## src/rtl/usec_tick_pkg.sv

```systemverilog
package usec_tick_pkg;

    // Register byte offsets decoded by software
    localparam logic [7:0] OFS_COUNT  = 8'h10;
    localparam logic [7:0] OFS_RATIO  = 8'h14;
    localparam logic [7:0] OFS_FREEZE = 8'h4C;

    typedef enum logic {
        CNT_LIVE = 1'b0,
        CNT_HELD = 1'b1
    } cnt_state_e;

endpackage

```

## src/rtl/usec_ratio_accum.sv

```systemverilog
module usec_ratio_accum #(
    parameter int FIELD_W = 8
) (
    input  logic                 clk,
    input  logic                 rst_n,
    input  logic [2*FIELD_W-1:0] ratio_cfg,
    input  logic                 ratio_load,
    output logic                 tick
);
    localparam int AW = FIELD_W + 1;
    localparam int SW = FIELD_W + 2;

    logic [AW-1:0] num;
    logic [AW-1:0] den;
    logic [AW-1:0] acc_q;
    logic [AW-1:0] acc_nx;
    logic [SW-1:0] sum;
    logic          fire;

    always_comb begin
        num    = AW'(ratio_cfg[2*FIELD_W-1:FIELD_W]) + AW'(1);
        den    = AW'(ratio_cfg[FIELD_W-1:0]) + AW'(1);
        sum    = SW'(acc_q) + SW'(num);
        fire   = 1'b0;
        acc_nx = sum[AW-1:0];
        if (num >= den) begin
            fire   = 1'b1;
            acc_nx = '0;
        end else if (sum >= SW'(den)) begin
            fire   = 1'b1;
            acc_nx = AW'(sum - SW'(den));
        end
    end

    always_ff @(posedge clk or negedge rst_n) begin
        if (!rst_n) begin
            acc_q <= '0;
            tick  <= 1'b0;
        end else if (ratio_load) begin
            acc_q <= '0;
            tick  <= 1'b0;
        end else begin
            acc_q <= acc_nx;
            tick  <= fire;
        end
    end

    // the phase residue always stays below the cycle count
    a_r3_acc_bound: assert property (@(posedge clk) disable iff (!rst_n)
        acc_q < den);

    // a ratio write restarts the phase and drops any pending tick
    a_r5_restart: assert property (@(posedge clk) disable iff (!rst_n)
        ratio_load |=> (acc_q == '0 && !tick));

    // saturated ratio ticks on every cycle
    a_r8_saturate: assert property (@(posedge clk) disable iff (!rst_n)
        (num >= den && !ratio_load) |=> tick);

endmodule

```

## src/rtl/usec_count_ctrl.sv

```systemverilog
module usec_count_ctrl
    import usec_tick_pkg::*;
#(
    parameter int CNT_W = 32
) (
    input  logic             clk,
    input  logic             rst_n,
    input  logic             tick,
    input  logic             freeze_wr,
    input  logic             freeze_val,
    output logic [CNT_W-1:0] count,
    output logic             held
);
    cnt_state_e state_q;
    cnt_state_e state_nx;

    always_comb begin
        state_nx = state_q;
        unique case (state_q)
            CNT_LIVE: if (freeze_wr && freeze_val)  state_nx = CNT_HELD;
            CNT_HELD: if (freeze_wr && !freeze_val) state_nx = CNT_LIVE;
            default:  state_nx = CNT_LIVE;
        endcase
    end

    always_ff @(posedge clk or negedge rst_n) begin
        if (!rst_n) state_q <= CNT_LIVE;
        else        state_q <= state_nx;
    end

    always_ff @(posedge clk or negedge rst_n) begin
        if (!rst_n) begin
            count <= '0;
        end else begin
            unique case (state_q)
                CNT_LIVE: if (tick) count <= count + CNT_W'(1);
                CNT_HELD: count <= count;
                default:  count <= count;
            endcase
        end
    end

    assign held = (state_q == CNT_HELD);

    // a live tick advances the counter by exactly one
    a_r4_step: assert property (@(posedge clk) disable iff (!rst_n)
        (state_q == CNT_LIVE && tick) |=> count == $past(count) + CNT_W'(1));

    // no tick, no movement
    a_r4_idle: assert property (@(posedge clk) disable iff (!rst_n)
        !tick |=> $stable(count));

    // held state keeps the counter value
    a_r6_hold: assert property (@(posedge clk) disable iff (!rst_n)
        (state_q == CNT_HELD) |=> $stable(count));

endmodule

```

## src/rtl/usec_reg_file.sv

```systemverilog
module usec_reg_file
    import usec_tick_pkg::*;
#(
    parameter int          ADDR_W      = 8,
    parameter int          DATA_W      = 32,
    parameter int          FIELD_W     = 8,
    parameter int          CNT_W       = 32,
    parameter logic [15:0] RESET_RATIO = 16'h000B
) (
    input  logic                 clk,
    input  logic                 rst_n,
    input  logic                 bus_wr,
    input  logic [ADDR_W-1:0]    bus_addr,
    input  logic [DATA_W-1:0]    bus_wdata,
    input  logic [CNT_W-1:0]     count,
    input  logic                 held,
    output logic [DATA_W-1:0]    bus_rdata,
    output logic [2*FIELD_W-1:0] ratio_cfg,
    output logic                 ratio_load,
    output logic                 freeze_wr,
    output logic                 freeze_val
);
    localparam int RW = 2 * FIELD_W;

    logic hit_count;
    logic hit_ratio;
    logic hit_freeze;

    assign hit_count  = (bus_addr == ADDR_W'(OFS_COUNT));
    assign hit_ratio  = (bus_addr == ADDR_W'(OFS_RATIO));
    assign hit_freeze = (bus_addr == ADDR_W'(OFS_FREEZE));

    assign ratio_load = bus_wr && hit_ratio;
    assign freeze_wr  = bus_wr && hit_freeze;
    assign freeze_val = bus_wdata[0];

    always_ff @(posedge clk or negedge rst_n) begin
        if (!rst_n)          ratio_cfg <= RW'(RESET_RATIO);
        else if (ratio_load) ratio_cfg <= bus_wdata[RW-1:0];
    end

    always_comb begin
        bus_rdata = '0;
        if (hit_count)       bus_rdata = DATA_W'(count);
        else if (hit_ratio)  bus_rdata = DATA_W'(ratio_cfg);
        else if (hit_freeze) bus_rdata = DATA_W'(held);
    end

    // the ratio register changes only on a write to its offset
    a_r2_ratio_stable: assert property (@(posedge clk) disable iff (!rst_n)
        !ratio_load |=> $stable(ratio_cfg));

endmodule

```

## src/rtl/usec_tick_gen.sv

```systemverilog
module usec_tick_gen #(
    parameter int          ADDR_W      = 8,
    parameter int          DATA_W      = 32,
    parameter int          FIELD_W     = 8,
    parameter int          CNT_W       = 32,
    parameter logic [15:0] RESET_RATIO = 16'h000B
) (
    input  logic              clk,
    input  logic              rst_n,
    input  logic              bus_wr,
    input  logic [ADDR_W-1:0] bus_addr,
    input  logic [DATA_W-1:0] bus_wdata,
    output logic [DATA_W-1:0] bus_rdata,
    output logic              us_tick
);
    localparam int RW = 2 * FIELD_W;

    logic [RW-1:0]    ratio_cfg;
    logic             ratio_load;
    logic             freeze_wr;
    logic             freeze_val;
    logic [CNT_W-1:0] count;
    logic             held;

    usec_reg_file #(
        .ADDR_W(ADDR_W), .DATA_W(DATA_W), .FIELD_W(FIELD_W),
        .CNT_W(CNT_W), .RESET_RATIO(RESET_RATIO)
    ) u_regs (
        .clk(clk), .rst_n(rst_n), .bus_wr(bus_wr), .bus_addr(bus_addr),
        .bus_wdata(bus_wdata), .count(count), .held(held),
        .bus_rdata(bus_rdata), .ratio_cfg(ratio_cfg), .ratio_load(ratio_load),
        .freeze_wr(freeze_wr), .freeze_val(freeze_val)
    );

    usec_ratio_accum #(.FIELD_W(FIELD_W)) u_accum (
        .clk(clk), .rst_n(rst_n), .ratio_cfg(ratio_cfg),
        .ratio_load(ratio_load), .tick(us_tick)
    );

    usec_count_ctrl #(.CNT_W(CNT_W)) u_count (
        .clk(clk), .rst_n(rst_n), .tick(us_tick), .freeze_wr(freeze_wr),
        .freeze_val(freeze_val), .count(count), .held(held)
    );

endmodule

```

## config.mk

```make
export PLATFORM = sky130hd
export DESIGN_NAME = usec_tick_gen
export DESIGN_NICKNAME = d
export VERILOG_FILES = /design/src/rtl/usec_tick_pkg.sv /design/src/rtl/usec_ratio_accum.sv /design/src/rtl/usec_count_ctrl.sv /design/src/rtl/usec_reg_file.sv /design/src/rtl/usec_tick_gen.sv
export SDC_FILE = /design/constraint.sdc
export NUM_CORES = 1
export LEC_CHECK = 0
export ABC_AREA = 1
export ABC_CLOCK_PERIOD_IN_PS = 3100
export BUFFER_PORTS_ARGS = -buffer_cell sky130_fd_sc_hd__clkbuf_2
export CAP_MARGIN = 20
export CORE_MARGIN = 8
export CORE_UTILIZATION = 53
export DETAILED_ROUTE_END_ITERATION = 8
export MAX_ROUTING_LAYER = met4
export PLACE_DENSITY = 0.78
export RECOVER_POWER = 50
export SLEW_MARGIN = 20
export SYNTH_ARGS = -nofsm -noshare
export SYNTH_HDL_FRONTEND = slang
export SYNTH_HIERARCHICAL = 1
export SYNTH_SLANG_ARGS = --single-unit
```

## constraint.sdc

```tcl
create_clock -name clk -period 3.1 [get_ports clk]
set_input_delay 0.31 -clock clk [delete_from_list [all_inputs] [get_ports clk]]
set_output_delay 0.31 -clock clk [all_outputs]
set_load 0.02 [all_outputs]
```

==> run metrics, run 1 <==
Critical Path Fanout Max=5; crit path cell chain=buf_6 -> nand4_1 -> xor2_1 -> inv_1 -> ha_4 -> buf_6 -> nand2_1 -> nand2_2 -> inv_1 -> nand2_1 -> nand2_1 -> nand2_2 -> inv_2 -> ha_4 -> nand2_4 -> inv_2 -> a21oi_4 -> buf_4 -> buf_4 -> nand3_1 -> nand2_1 -> a21boi_2 -> nor2_1; Seq cells post-synth=59; Hold Vio Cnt, Final=0; Pwr Total=3390 uW; Tmin final=3.30 ns; drt drc=0; final setup margin=-0.203 ns; critical path startpoint=u_regs/ratio_cfg[8]$_DFFE_PN0P_; # fillers=709; Gate Count Post-Synth=702; Starting Density=54.4%; placed cells=880; R2R Setup Slk=-0.20 ns; CTS Sinks=59; cell family with most CP delay=simple AND/OR/NAND/NOR gates; Ports=76; Avg Cell Area, Syn=7.12 um^2; clock root cell=clkbuf_8; sequential element share of the synthesized area=29.6%; cts bufs inserted=9; status=finished with violations; first-pass GRT wire length=22600 um; IO buf count=59; Worst slew margin=21.8%; RSZ-0062 raised after global routing=yes; final net count=883; largest area contributor in the netlist=dfrtp_1; Final Max Slew Viols=0; # Max-Cap Violations=0; Critical Path Max Stage Delay=0.43 ns; Yosys warnings=6; largest family of logic cells by synthesized area=simple AND/OR/NAND/NOR gates; Synth cell types=34; Post-synth EDFFs=0; slowest CP cell=dfrtp_1; Final setup violation count=10; Worst-Skew Late Latency=0.35 ns; gr usage total=22.1%; Clock Path Buffers=2; Least-Margin Pin Slew=1.17 ns; synthesized-area fraction occupied by adder cells=8.56%; Worst Path Arrival=3.53 ns; failing checks=negative setup slack; total die area=0.0128 mm^2; DPL Wire Length=10000 um; vias post-DR=5088; Inserted Diodes=0; pwr dens=540 mW/mm^2; GRT overflow=0; First-pass DRT Iterations=5; Top FF cell, synth=dfrtp_1; simple-gate share of the synthesized area=41.8%; Hold WC Path Type=input port to register; Max rail drop VDD=0.436 mV; Async SR Flop Fraction=100%; Setup Crit Path Kind=register to register; vias per cell=5.52; TritonCTS clock tree=done; clock slew at reported path FFs=0.07 ns; proportion of layout cells with a drive suffix above 1=30.9%; Post-Synth XOR/XNOR Area=7.18%; Hold Crit Start=bus_wdata[1]; Static Leakage=0.00334 uW; synth top area cells=dfrtp_1, nand2_1, ha_1, inv_1, nand3_1; Total Routed Length=14800 um; Cell Area, Synth=0.00500 mm^2; worst clock skew=0.0114 ns; worst endpoint required time=3.33 ns; Seq. cell area=0.00148 mm^2; Die W=113 um; share of the synthesized area in the top cell type=28.0%; r2r startpoint=u_regs/ratio_cfg[8]$_DFFE_PN0P_; multiplexer share of the synthesized area=0%; Setup TNS=-1.43 ns; Die Span Y=113 um; Synth-to-Final Area Change=25.5%; CP Launch Type=register; fin crit share=107%; Worst path most repeated cell=nand2_1; drt initial violations=384; worst path bufs/invs=8; initial antenna violation count=0; DR WL/cell=16.1 um; highest clock rate=303 MHz; placer's final routability congestion estimate=0.913; crit path capture type=register; post-route ant nets=0; non-filler instance count after layout=922; largest net degree at the start of global routing=43; Site Rows=35; htree depth=3; synth cell count leaders=nand2_1, inv_1, nor2_1; most frequent cell after synthesis=nand2_1; Mapped Nets=778; Core Box Area=0.00920 mm^2; area of the multi-input gates=0.00340 mm^2; compound-cell area share of the yosys netlist=2.68%; vias in the first global route=4941
## path summary, 6_finish.rpt
| check | end | depth (start not counted) |
|---|---|---|
| max | u_accum/acc_q[8]$_DFF_PN0_ | 23 |
| min | u_regs/ratio_cfg[1]$_DFFE_PN1P_ | 3 |
| max reg2reg | u_accum/acc_q[8]$_DFF_PN0_ | 23 |
| min reg2reg | u_regs/ratio_cfg[1]$_DFFE_PN1P_ | 2 |
| max in group asynchronous | u_regs/ratio_cfg[10]$_DFFE_PN0P_ | 3 |
| min in group asynchronous | u_count/count[31]$_DFFE_PN0P_ | 2 |
## logic make-up after synthesis
family | Yosys count
compound gates | 24
xor+xnor | 41
fa+ha+maj | 33
buf+inv | 117
flops | 59
simple gates | 428
## through the flow
step	util [%]	cell area (um^2)	setup slack, ns	hold WS, ns
2_1_floorplan	-	5000	0.0674	0.0144
3_3_place_gp	59.6	5490	0.00150	0.305
3_5_place_dp	59.6	5490	-0.173	0.311
4_1_cts	64.8	5960	0.00202	0.159
5_1_grt	68.2	6280	-0.305	0.160
6_report	68.2	6280	-0.203	0.172
## state kept, by name, summed over array words and instances, names as in the netlist, named ones only
register and flops:
u_count/count 32, u_regs/ratio_cfg 16, u_accum/acc_q 9, u_accum/tick 1
## per-layer routing
layer	wire length [um]	GRT usage, %
met2	7080	36.4
met1	6240	26.0
met3	923	4.58
met4	565	8.61
met5	0	-
## where the power goes
group	switching [uW]	internal [uW]
Clock	326	409
Sequential	56.7	829
Combinational	1030	733
Total	1410	1970
## cells in the final DEF, fill, tap and decap left out, types with 24 or more instances in the layout
cell and instances:
buf_4 42, inv_1 81, nand4_1 33, nand2_1 174, clkbuf_2 56, nor2_1 74, xor2_1 24, nand3_1 59
nand2_2 30, dfrtp_1 56
## what timing repair did
item / CTS / global route
setup endpoints to repair: 10 / 10
resized for setup: 33 / 65
hold endpoints to repair: 20 / 0
pin swaps: 14 / 50
buffers inserted: 10 / 14
cloned: 0 / 2
hold buffers: 1 / 0
## cell type report
| class | count | share of cell area (%) |
|---|---|---|
| Clock buffer | 11 | 2.41 |
| Clock inverter | 4 | 0.797 |
| Inverter | 101 | 6.08 |
| Timing Repair Buffer | 108 | 10.8 |
| Multi-Input combinational cell | 528 | 54.1 |
| Tap cell | 111 | 2.21 |
| Sequential cell | 59 | 23.6 |
## tightest hold or removal path, cell delays in order
cell and delay [ns]:
clkbuf_2 0.08, nand4_1 0.07, nand2_1 0.05
Note: power is estimated with default switching activity, not from simulation.
==> run 2: changes to the inputs <==
Settings changed: ABC_CLOCK_PERIOD_IN_PS 3100 to 3300, CORE_UTILIZATION 53 to 50, PLACE_DENSITY 0.78 to 0.72.
Clock period 3.1 ns to 3.3 ns, I/O delays scaled along.
==> run metrics, run 2 (same netlist as run 1, synthesis figures left out) <==
status=finished clean (was finished with violations); worst path bufs/invs=3 (was 8); # fillers=928 (was 709); worst endpoint required time=3.55 ns (was 3.33 ns); First-pass DRT Iterations=5 (unchanged); most frequent cells in the layout=nand2_1, inv_1, nor2_1, nand3_1, clkbuf_2 (was nand2_1, inv_1, nor2_1, nand3_1); Critical Path Max Stage Delay=0.42 ns (was 0.43 ns); max reg flops=32 (unchanged); Setup Crit Path Kind=register to register (unchanged); fin crit share=96.8% (was 107%); Setup TNS=0 ns (was -1.43 ns); Max rail drop VDD=0.277 mV (was 0.436 mV); Site Rows=36 (was 35); sw frac=39.7% (was 41.8%); # Max-Cap Violations=0 (unchanged); clock root cell=clkbuf_8 (unchanged); GRT overflow=0 (unchanged); Final setup violation count=0 (was 10); cts bufs inserted=9 (unchanged); Logic pwr share=44.2% (was 52.1%); Core Box Area=0.00973 mm^2 (was 0.00920 mm^2); CP Launch Type=register (unchanged); vias per cell=5.16 (was 5.52); total die area=0.0135 mm^2 (was 0.0128 mm^2); vias in the first global route=4409 (was 4941); Design Area, Final=0.00584 mm^2 (was 0.00628 mm^2); largest net degree at the start of global routing=51 (was 43); Inserted Diodes=0 (unchanged); Hold Vio Cnt, Final=0 (unchanged); RSZ-0062 raised after global routing=yes (unchanged); hold_ws=0.199 ns (was 0.172 ns); Worst-Skew Late Latency=0.34 ns (was 0.35 ns); pwr dens=484 mW/mm^2 (was 540 mW/mm^2); Total Routed Length=12700 um (was 14800 um); Worst slew margin=6.87% (was 21.8%); CTS Sinks=59 (unchanged); highest clock rate=313 MHz (was 303 MHz); Hold WC Path Type=input port to register (unchanged); clock slew at reported path FFs=0.08 ns (was 0.07 ns); Largest Register=u_count/count (unchanged); Pwr Total=2820 uW (was 3390 uW); DPL Wire Length=9660 um (was 10000 um); slowest CP cell=dfrtp_1 (unchanged); vias post-DR=4672 (was 5088); cell family with most CP delay=simple AND/OR/NAND/NOR gates (unchanged); switching power=1120 uW (was 1410 uW); initial antenna violation count=0 (unchanged); placer's final routability congestion estimate=0.906 (was 0.913); DR WL/cell=14.0 um (was 16.1 um); final net count=844 (was 883); Critical Path Fanout Max=7 (was 5); drt drc=0 (unchanged); Least-Margin Pin Slew=1.40 ns (was 1.17 ns); worst clock skew=0.0158 ns (was 0.0114 ns); gr usage total=19.6% (was 22.1%); TritonCTS clock tree=done (unchanged); drt initial violations=283 (was 384); Die Span Y=116 um (was 113 um); crit path capture type=register (unchanged); Static Leakage=0.00311 uW (was 0.00334 uW); Starting Density=51.4% (was 54.4%); biggest regs=u_count/count (32), u_regs/ratio_cfg (16), u_accum/acc_q (9) (unchanged); proportion of layout cells with a drive suffix above 1=23.3% (was 30.9%); Worst path most repeated cell=nand2_1 (unchanged); fin util=60.0% (was 68.2%); Tmin final=3.19 ns (was 3.30 ns); crit path cell chain=ha_4 -> nand4_1 -> xor2_1 -> inv_2 -> ha_4 -> nand2_2 -> nor2_1 -> nand2_1 -> nand2_1 -> nand2_1 -> nand2_2 -> inv_2 -> ha_4 -> nand2_4 -> inv_1 -> a21oi_2 -> nand2_1 -> nand2_2 -> nand3_4 -> nand2_2 -> nand2_1 -> nor2_1 (was buf_6 -> nand4_1 -> xor2_1 -> inv_1 -> ha_4 -> buf_6 -> nand2_1 -> nand2_2 -> inv_1 -> nand2_1 -> nand2_1 -> nand2_2 -> inv_2 -> ha_4 -> nand2_4 -> inv_2 -> a21oi_4 -> buf_4 -> buf_4 -> nand3_1 -> nand2_1 -> a21boi_2 -> nor2_1); commonest non-fill, non-tap cell in the layout=nand2_1 (unchanged); Synth-to-Final Area Change=16.7% (was 25.5%); htree depth=3 (unchanged); Die W=116 um (was 113 um); Worst Path Arrival=3.44 ns (was 3.53 ns); post-route ant nets=0 (unchanged); Int Pwr=1700 uW (was 1970 uW); Final Max Slew Viols=0 (unchanged); first-pass GRT wire length=20400 um (was 22600 um); Clock power frac=26.3% (was 21.7%); Post-DP Area=0.00538 mm^2 (was 0.00549 mm^2); Clock Path Buffers=2 (unchanged); sequential fraction of design power=29.4% (was 26.2%); Ports=76 (unchanged); IO buf count=59 (unchanged)
run 2: cell types whose count changed in the layout (fill, tap and decap cells not counted), moves of 4 or more:
cell,previous run,this run
buf_6,5,1
nand2_2,30,22
a21oi_2,10,6
nor2_1,74,81
buf_4,42,9
nand2_4,10,5
inv_2,19,14
a21oi_1,7,11
inv_1,81,86
nor2_2,13,7
nand2_1,174,187
run 2: worst min-delay path: stages:
cell      delay [ns]
clkbuf_2        0.08
nand4_1         0.08
nand2_1         0.06
run 2: final cells by class:
| type | instances | area (um^2) | area share [%] |
|---|---|---|---|
| Timing Repair Buffer | 71 | 387 | 6.62 |
| Clock inverter | 7 | 100 | 1.71 |
| Tap cell | 133 | 166 | 2.85 |
| Inverter | 101 | 379 | 6.50 |
| Sequential cell | 59 | 1480 | 25.4 |
| Multi-Input combinational cell | 526 | 3200 | 54.8 |
| Clock buffer | 9 | 124 | 2.12 |
run 2: repair_timing:
| action | in CTS | in global routing |
|---|---|---|
| endpoints found under the hold margin | 7 | 0 |
| setup buffers | 2 | 3 |
| hold buffers | 1 | 0 |
| endpoints found under the setup margin | 8 | 10 |
| pin swaps | 1 | 21 |
| gates resized for setup | 3 | 49 |
run 2: path summary, 6_finish.rpt:
path	slack [ns]	cells after the start	from	endpoint
max	0.11	22	u_regs/ratio_cfg[9]$_DFFE_PN0P_	u_accum/acc_q[5]$_DFF_PN0_
min	0.20	3	bus_wdata[3]	u_regs/ratio_cfg[3]$_DFFE_PN1P_
max reg2reg	0.11	22	u_regs/ratio_cfg[9]$_DFFE_PN0P_	u_accum/acc_q[5]$_DFF_PN0_
min reg2reg	0.49	2	u_regs/ratio_cfg[1]$_DFFE_PN1P_	u_regs/ratio_cfg[1]$_DFFE_PN1P_
max in group asynchronous	0.87	3	rst_n	u_count/count[14]$_DFFE_PN0P_
min in group asynchronous	0.85	2	rst_n	u_accum/acc_q[8]$_DFF_PN0_
run 2: power by group through the flow:
stage	clock, uW	combinational [uW]	sequential, uW
after global routing	792	1390	838
after CTS	767	1130	825
after floorplan	0	896	829
after detailed placement	0	1100	837
after global placement	0	1050	835
final	744	1250	831
run 2: stage by stage:
stage,setup WS (ns),instances
after floorplan,0.267,702
after global placement,0.122,884
after detailed placement,-0.0707,884
after CTS,0.0116,903
after global routing,-0.0849,906
final,0.107,906
run 2: per-layer routing:
| layer | part of all wire, % | track usage (%) |
|---|---|---|
| met5 | 0 | - |
| met4 | 0.75 | 3.98 |
| met3 | 4.3 | 3.13 |
| met2 | 50 | 32.4 |
| met1 | 45 | 24.6 |
